### src/rtl/gpio_port.sv
module gpio_port (
  input  logic        clk,
  input  logic        rst_n,
  input  logic        bus_en,
  input  logic        bus_we,
  input  logic [4:0]  bus_addr,
  input  logic [31:0] bus_wdata,
  output logic [31:0] bus_rdata,
  input  logic [31:0] pad_in,
  output logic [31:0] pad_out,
  output logic [31:0] pad_oe,
  output logic        irq
);
  localparam int NPIN = 32;
  localparam int HALF = NPIN / 2;
  localparam logic [2:0] A_DOUT = 3'd0, A_DIR = 3'd1, A_PAD = 3'd2, A_CLO = 3'd3,
                         A_CHI = 3'd4, A_MASK = 3'd5, A_STAT = 3'd6, A_BOTH = 3'd7;

  logic [NPIN-1:0] dout_q, dir_q, cfg_lo_q, cfg_hi_q, mask_q, stat_q, both_q;
  logic [NPIN-1:0] sync1_q, sync2_q, prev_q;
  logic [NPIN-1:0] rise, fall, trig;
  logic [2:0] word;
  logic wr;

  assign word = bus_addr[4:2];
  assign wr   = bus_en && bus_we;
  assign rise = sync2_q & ~prev_q;
  assign fall = ~sync2_q & prev_q;

  for (genvar i = 0; i < NPIN; i++) begin : g_pin
    logic [1:0] cond;
    if (i < HALF) begin : g_lo
      assign cond = cfg_lo_q[2*i +: 2];
    end else begin : g_hi
      assign cond = cfg_hi_q[2*(i-HALF) +: 2];
    end
    assign trig[i] = both_q[i]    ? (rise[i] | fall[i]) :
                     cond == 2'd0 ? ~sync2_q[i] :
                     cond == 2'd1 ?  sync2_q[i] :
                     cond == 2'd2 ?  rise[i] : fall[i];
  end

  always_ff @(posedge clk or negedge rst_n) begin
    if (!rst_n) begin
      dout_q <= '0; dir_q <= '0; cfg_lo_q <= '0; cfg_hi_q <= '0;
      mask_q <= '0; stat_q <= '0; both_q <= '0;
      sync1_q <= '0; sync2_q <= '0; prev_q <= '0;
    end else begin
      sync1_q <= pad_in;
      sync2_q <= sync1_q;
      prev_q  <= sync2_q;
      if (wr && word == A_DOUT) dout_q   <= bus_wdata;
      if (wr && word == A_DIR)  dir_q    <= bus_wdata;
      if (wr && word == A_CLO)  cfg_lo_q <= bus_wdata;
      if (wr && word == A_CHI)  cfg_hi_q <= bus_wdata;
      if (wr && word == A_MASK) mask_q   <= bus_wdata;
      if (wr && word == A_BOTH) both_q   <= bus_wdata;
      stat_q <= (stat_q & ~((wr && word == A_STAT) ? bus_wdata : '0)) | trig;
    end
  end

  always_comb begin
    case (word)
      A_DOUT:  bus_rdata = dout_q;
      A_DIR:   bus_rdata = dir_q;
      A_PAD:   bus_rdata = sync2_q;
      A_CLO:   bus_rdata = cfg_lo_q;
      A_CHI:   bus_rdata = cfg_hi_q;
      A_MASK:  bus_rdata = mask_q;
      A_STAT:  bus_rdata = stat_q;
      default: bus_rdata = both_q;
    endcase
  end

  assign pad_out = dout_q & dir_q;
  assign pad_oe  = dir_q;
  assign irq     = |(stat_q & mask_q);


  sticky_status_chk: assert property (@(posedge clk) disable iff (!rst_n)
    !(wr && word == A_STAT) |=> ((stat_q & $past(stat_q)) == $past(stat_q)));


  set_wins_chk: assert property (@(posedge clk) disable iff (!rst_n)
    (wr && word == A_STAT && |trig) |=> ((stat_q & $past(trig)) == $past(trig)));


  both_edges_chk: assert property (@(posedge clk) disable iff (!rst_n)
    |((sync2_q ^ prev_q) & both_q) |=>
      ((stat_q & $past((sync2_q ^ prev_q) & both_q)) == $past((sync2_q ^ prev_q) & both_q)));


  irq_hold_chk: assert property (@(posedge clk) disable iff (!rst_n)
    (irq && !(wr && (word == A_STAT || word == A_MASK))) |=> irq);
endmodule

### config.mk
export PLATFORM = sky130hd
export DESIGN_NAME = gpio_port
export DESIGN_NICKNAME = d
export VERILOG_FILES = /design/src/rtl/gpio_port.sv
export SDC_FILE = /design/constraint.sdc
export NUM_CORES = 1
export LEC_CHECK = 0
export BUFFER_PORTS_ARGS = -buffer_cell sky130_fd_sc_hd__buf_2
export CORE_ASPECT_RATIO = 1.25
export CORE_MARGIN = 2
export CORE_UTILIZATION = 61
export CTS_CLUSTER_SIZE = 24
export DETAILED_ROUTE_END_ITERATION = 8
export PLACE_DENSITY_LB_ADDON = 0.08
export SETUP_SLACK_MARGIN = 0.05
export SKIP_LAST_GASP = 1
export SLEW_MARGIN = 20
export SYNTH_ARGS = -nofsm -noshare
export SYNTH_HDL_FRONTEND = slang
export SYNTH_SLANG_ARGS = --single-unit
### constraint.sdc
create_clock -name clk -period 4 [get_ports clk]
set_input_delay 0.8 -clock clk [delete_from_list [all_inputs] [get_ports clk]]
set_output_delay 0.8 -clock clk [all_outputs]
set_load 0.03 [all_outputs]
==> results.sh, run 1 <==
export IMPL_std_cell_rows=64
export IMPL_synth_top_flop_cell="dfrtp_1"
export IMPL_worst_path_buf_inv=3
export IMPL_cp_cell_sequence="buf_2 > and2_1 > nor2_2 > buf_4 > a21oi_1 > o32a_1 > buf_2"
export IMPL_synth_top_family_by_area="multiplexers"
export IMPL_arrival_ps=2840
export IMPL_synthXorXnorAreaFrac=0.0162
export IMPL_synth_warnings=0
export IMPL_max_freq_mhz=275
export IMPL_synth_area_leaders="dfrtp_1, mux2_2, ha_1, a22o_1, nand2_1"
export IMPL_p_total_mw=9.56
export IMPL_multi_input_area_sq_mm=0.00665
export IMPL_area_growth_pct=16.6
export IMPL_place_congestion=0.889
export IMPL_clock_skew_ps=13.2
export IMPL_worst_path_max_delay_cell="nor2_2"
export IMPL_clock_latency_ps=520
export IMPL_synth_top_area_cell="dfrtp_1"
export IMPL_rsz0062_at_grt="false"
export IMPL_cts_inserted_buffers=34
export IMPL_core_sq_mm=0.0245
export IMPL_hpwl_um=28600
export IMPL_start_util=0.619
export IMPL_end_kind="output pin"
export IMPL_setup_viol=0
export IMPL_dieArea_sq_mm=0.0262
export IMPL_r2r_start="sync2_q[24]$_DFF_PN0_"
export IMPL_grt_pass1_vias=11500
export IMPL_nets=1537
export IMPL_hold_path_class="input port to async pin"
export IMPL_postCtsHoldBufs=0
export IMPL_status="finished, final reports clean"
export IMPL_post_cts_setup_buffers=0
export IMPL_syn_avg_cell_area_sq_um=12.5
export IMPL_syn_nets=1353
export IMPL_cts_sinks=320
export IMPL_synth_cell_type_count=44
export IMPL_yosysTopAreaCellShare=0.528
export IMPL_ant_nets=0
export IMPL_grt_max_degree=110
export IMPL_slowest_delay_ps=820
export IMPL_path_max_fanout=18
export IMPL_dr_pass1_iters=6
export IMPL_yosysSeqAreaShare=0.528
export IMPL_seq_area_sq_mm=0.00801
export IMPL_slew_violations=0
export IMPL_netlist_instances=1216
export IMPL_slew_headroom=0.270
export IMPL_ir_drop_mv=0.430
export IMPL_cts_max_level=2
export IMPL_drive_above_1_share=0.348
export IMPL_antenna_found_initial=0
export IMPL_drt_iter0_drc=845
export IMPL_routed_via_count=11100
export IMPL_die_x_um=145
export IMPL_reg2reg_to="stat_q[24]$_DFF_PN0_"
export IMPL_p_leak_nw=8.36
export IMPL_ff2ff_setup_slack_ps=2300
export IMPL_crit_top_cell="buf_2"
export IMPL_syn_cell_area_sq_mm=0.0152
export IMPL_fill_cells=1806
export IMPL_io_buffers=167
export IMPL_crit_type="input port to output pin"
export IMPL_dp_cells=1694
export IMPL_root_buffer="clkbuf_16"
export IMPL_grt_pass1_wl_um=65200
export IMPL_cellPowerDensity_mw_per_mm2=540
export IMPL_worst_slew_pin_slew_ps=1090
export IMPL_cap_violations=0
export IMPL_route_detailed_drc=0
export IMPL_cts_resized_gates=0
export IMPL_track_usage=0.323
export IMPL_cp_data_required_time_ps=3200
export IMPL_clk_pin_slew_ps=60
export IMPL_async_flop_share=1.00
export IMPL_wirelength_um=41800
export IMPL_die_h_um=180
export IMPL_timing_final_crit_period_ps=3640
export IMPL_synthAdderAreaFrac=0.0528
export IMPL_top_level_ports=170
export IMPL_finalCritPeriodShare=0.909
export IMPL_n_antenna_cell=0
export IMPL_path_delay_family="simple AND/OR/NAND/NOR gates"
export IMPL_stdcell_count=1756
export IMPL_ys_ff_latch=320
export IMPL_synth_compound_area_frac=0.125
export IMPL_startpoint_type="input port"
export IMPL_synth_edff_count=0
export IMPL_cts_buffer_depth=3
export IMPL_yosys_area_share_simple=0.0642
export IMPL_ff2ff_path_depth=5
export IMPL_wl_per_cell_um=23.8
export IMPL_synth_mux_area_frac=0.178
export IMPL_fin_setup_tns_ps=0
export IMPL_globalRouteOverflowTotal=0
export IMPL_cts_tree="done"
export IMPL_vias_per_cell=6.30
export IMPL_finalHoldViolations=0
[power breakdown]
part | leakage (nW) | switching [mW] | internal (mW)
Sequential | 3.76 | 0.631 | 3.75
Clock | 0.571 | 1.31 | 1.92
Combinational | 4.03 | 1.04 | 0.910
[through the flow]
stage               setup slack (ps)  instance area (sq um)  utilization  hold WS [ps]
global route                     314                  17700        0.722           283
floorplan                       1080                  15200            -           331
global placement                 424                  16500        0.675           332
CTS                              382                  17700        0.722           268
finish                           363                  17700        0.722           230
detailed placement               401                  16500        0.675           335
[logic make-up after synthesis]
logic type / after synthesis
AOI/OAI and AO/OA: 227
xor gates and xnor gates: 28
adders and majority gates: 64
buffers and inverters: 127
DFF: 320
muxes: 239
and+or+nand+nor: 211
[Yosys cell counts (10+ instances only)]
master,n
a211o_1,29
a21oi_1,25
a221oi_1,24
a22o_1,73
a22oi_1,16
and2_1,34
buf_2,29
buf_4,11
clkbuf_1,17
dfrtp_1,320
ha_1,64
inv_1,68
mux2_1,13
mux2_2,214
mux2i_1,10
nand2_1,95
nor2_1,53
o32a_1,21
xor2_1,28
[worst max-delay path by stage]
stage | cells past startpoint | startpoint | endpoint
4_1_cts | 7 | bus_addr[2] | bus_rdata[19]
6_report | 7 | bus_addr[2] | bus_rdata[19]
5_1_grt | 7 | bus_addr[3] | bus_rdata[2]
3_5_place_dp | 7 | bus_addr[2] | bus_rdata[7]
2_1_floorplan | 6 | bus_addr[3] | bus_rdata[30]
3_3_place_gp | 7 | bus_addr[2] | bus_rdata[7]
[final cells by class]
class	instances	area share
sequential	320	0.452
multi-input combinational	769	0.376
timing repair buffer	206	0.0686
clock buffer	52	0.0581
tap	330	0.0233
inverter	69	0.0146
clock inverter	10	0.00693
[registers in the layout, indices dropped and copies added, names as in the netlist]
name      count
both_q       32
cfg_hi_q     32
cfg_lo_q     32
prev_q       32
pad_oe       32
mask_q       32
stat_q       32
sync1_q      32
dout_q       32
sync2_q      32
[cell usage in the layout (no fill, tap or decap), types with 34 or more instances in the layout]
cell type,netlist,final
dfrtp_1,320,320
mux2_2,214,214
buf_2,29,166
nand2_1,95,95
a22o_1,73,73
inv_1,68,68
ha_1,64,64
nor2_1,53,51
and2_1,34,34
clkbuf_16,0,34
[routing by layer]
metal	share of wire	routed length, um	GRT usage
met5	0	0	0
met4	0.047	1950	0.147
met3	0.063	2620	0.0524
met2	0.50	21000	0.557
met1	0.39	16300	0.402
Power figures use the tool's default switching activity.
==> run 2: changes to the inputs <==
--- a/config.mk
+++ b/config.mk
@@ -5,7 +5,7 @@
 export SDC_FILE = /design/constraint.sdc
 export NUM_CORES = 1
 export LEC_CHECK = 0
-export BUFFER_PORTS_ARGS = -buffer_cell sky130_fd_sc_hd__buf_2
+export BUFFER_PORTS_ARGS = -buffer_cell sky130_fd_sc_hd__buf_4
 export CORE_ASPECT_RATIO = 1.25
 export CORE_MARGIN = 2
 export CORE_UTILIZATION = 61
==> run 2 against run 1 <==
Global-route usage decreased by 0.43 points. Combinational power increased by 7%. Worst hold slack improved by 67 ps. Die area unchanged.
==> results.sh, run 2 (synthesis results as in run 1) <==
export IMPL_status="finished, final reports clean"
export IMPL_postCtsHoldBufs=0
export IMPL_core_sq_mm=0.0245
export IMPL_grt_pass1_wl_um=64600
export IMPL_grt_max_degree=94
export IMPL_hpwl_um=28300
export IMPL_clock_latency_ps=510
export IMPL_cp_data_required_time_ps=3200
export IMPL_crit_type="input port to output pin"
export IMPL_n_antenna_cell=0
export IMPL_startpoint_type="input port"
export IMPL_dieArea_sq_mm=0.0262
export IMPL_max_freq_mhz=290
export IMPL_start_util=0.619
export IMPL_cts_inserted_buffers=34
export IMPL_cts_tree="done"
export IMPL_fin_util=0.739
export IMPL_dp_cells=1694
export IMPL_cts_max_level=2
export IMPL_hold_path_class="input port to async pin"
export IMPL_route_detailed_drc=0
export IMPL_top_level_ports=170
export IMPL_dp_slack_ps=586
export IMPL_nets=1537
export IMPL_slew_headroom=0.483
export IMPL_rsz0062_at_grt="false"
export IMPL_crit_top_cell="buf_4"
export IMPL_globalRouteOverflowTotal=0
export IMPL_place_congestion=0.865
export IMPL_cellPowerDensity_mw_per_mm2=538
export IMPL_fin_setup_tns_ps=0
export IMPL_final_common_cell="dfrtp_1"
export IMPL_timing_final_crit_period_ps=3450
export IMPL_setup_viol=0
export IMPL_clock_skew_ps=13.3
export IMPL_root_buffer="clkbuf_16"
export IMPL_grt_pass1_vias=11200
export IMPL_fill_cells=1783
export IMPL_finalHoldViolations=0
export IMPL_mostFrequentLayoutCells="dfrtp_1, mux2_2, buf_4"
export IMPL_track_usage=0.319
export IMPL_wirelength_um=41500
export IMPL_io_buffers=167
export IMPL_cap_violations=0
export IMPL_ir_drop_mv=0.429
export IMPL_drive_above_1_share=0.347
export IMPL_slew_violations=0
export IMPL_cts_sinks=320
export IMPL_finalCritPeriodShare=0.863
export IMPL_routed_via_count=11000
export IMPL_cts_buffer_depth=3
export IMPL_dr_pass1_iters=5
export IMPL_cts_resized_gates=0
export IMPL_drt_iter0_drc=945
export IMPL_wl_per_cell_um=23.6
export IMPL_arrival_ps=2650
export IMPL_end_kind="output pin"
export IMPL_post_cts_setup_buffers=0
export IMPL_slowest_delay_ps=470
export IMPL_fin_ws_ps=549
export IMPL_p_leak_nw=8.47
export IMPL_worst_slew_pin_slew_ps=773
export IMPL_antenna_found_initial=0
export IMPL_std_cell_rows=64
export IMPL_clk_pin_slew_ps=60
export IMPL_stdcell_count=1754
export IMPL_path_max_fanout=38
export IMPL_vias_per_cell=6.25
export IMPL_area_growth_pct=19.3
export IMPL_die_x_um=145
export IMPL_worst_path_max_delay_cell="buf_4"
export IMPL_cp_cell_sequence="buf_4 > inv_2 > nor2_1 > buf_4 > a21oi_1 > o32a_1 > buf_4"
export IMPL_ant_nets=0
export IMPL_die_h_um=180
-- run 2: cell types whose count changed in the layout (fill, tap and decap cells not counted), moves of 3 or more --
cell,before,now
inv_6,3,0
buf_4,33,200
buf_2,166,0
clkbuf_8,11,6
clkinv_2,4,7
clkbuf_16,34,37
-- run 2: final timing paths --
path | start | end | slack (ps) | cells after the start
setup / recovery | bus_addr[4] | bus_rdata[12] | 550 | 7
hold / removal | rst_n | prev_q[21]$_DFF_PN0_ | 300 | 1
setup reg to reg | sync2_q[24]$_DFF_PN0_ | stat_q[24]$_DFF_PN0_ | 2310 | 5
hold reg to reg | sync1_q[12]$_DFF_PN0_ | sync2_q[12]$_DFF_PN0_ | 340 | 0
max in group asynchronous | rst_n | pad_oe[0]$_DFFE_PN0P_ | 2800 | 2
min in group clk | sync1_q[12]$_DFF_PN0_ | sync2_q[12]$_DFF_PN0_ | 340 | 0
-- run 2: area by class of cell --
type	count	area, sq um	share of cell area
Clock buffer	49	1030	0.0570
Timing Repair Buffer	206	1620	0.0893
Inverter	69	259	0.0143
Clock inverter	11	133	0.00733
Sequential cell	320	8010	0.442
Multi-Input combinational cell	769	6640	0.367
Tap cell	330	413	0.0228
-- run 2: per-stage QoR --
stage	total power [mW]	hold WS, ps	instance area [sq um]
floorplan	5.60	331	15200
global placement	6.42	333	16900
detailed placement	6.49	335	16900
CTS	9.76	327	18100
global route	10.1	349	18100
finish	9.73	296	18100
-- run 2: power by group --
group	internal (mW)	total [mW]	switching, mW
logic	1.03	2.08	1.05
registers	3.75	4.38	0.629
clock network	1.99	3.28	1.29
total	6.77	9.73	2.97
-- run 2: critical path: cells and delay by family --
kind / cells / cell delay (ps)
AOI/OAI and AO/OA: 2 / 460
buffers and inverters: 4 / 1190
and+or+nand+nor: 1 / 190
-- run 2: per-layer routing --
metal  global-route usage  vias to the layer above  routed length [um]
met2                0.524                      494               20400
li1                     -                     4765                   -
met3               0.0641                      123                3020
met5                    0                        -                   0
met4                0.157                        0                1930
met1                0.406                     5578               16100
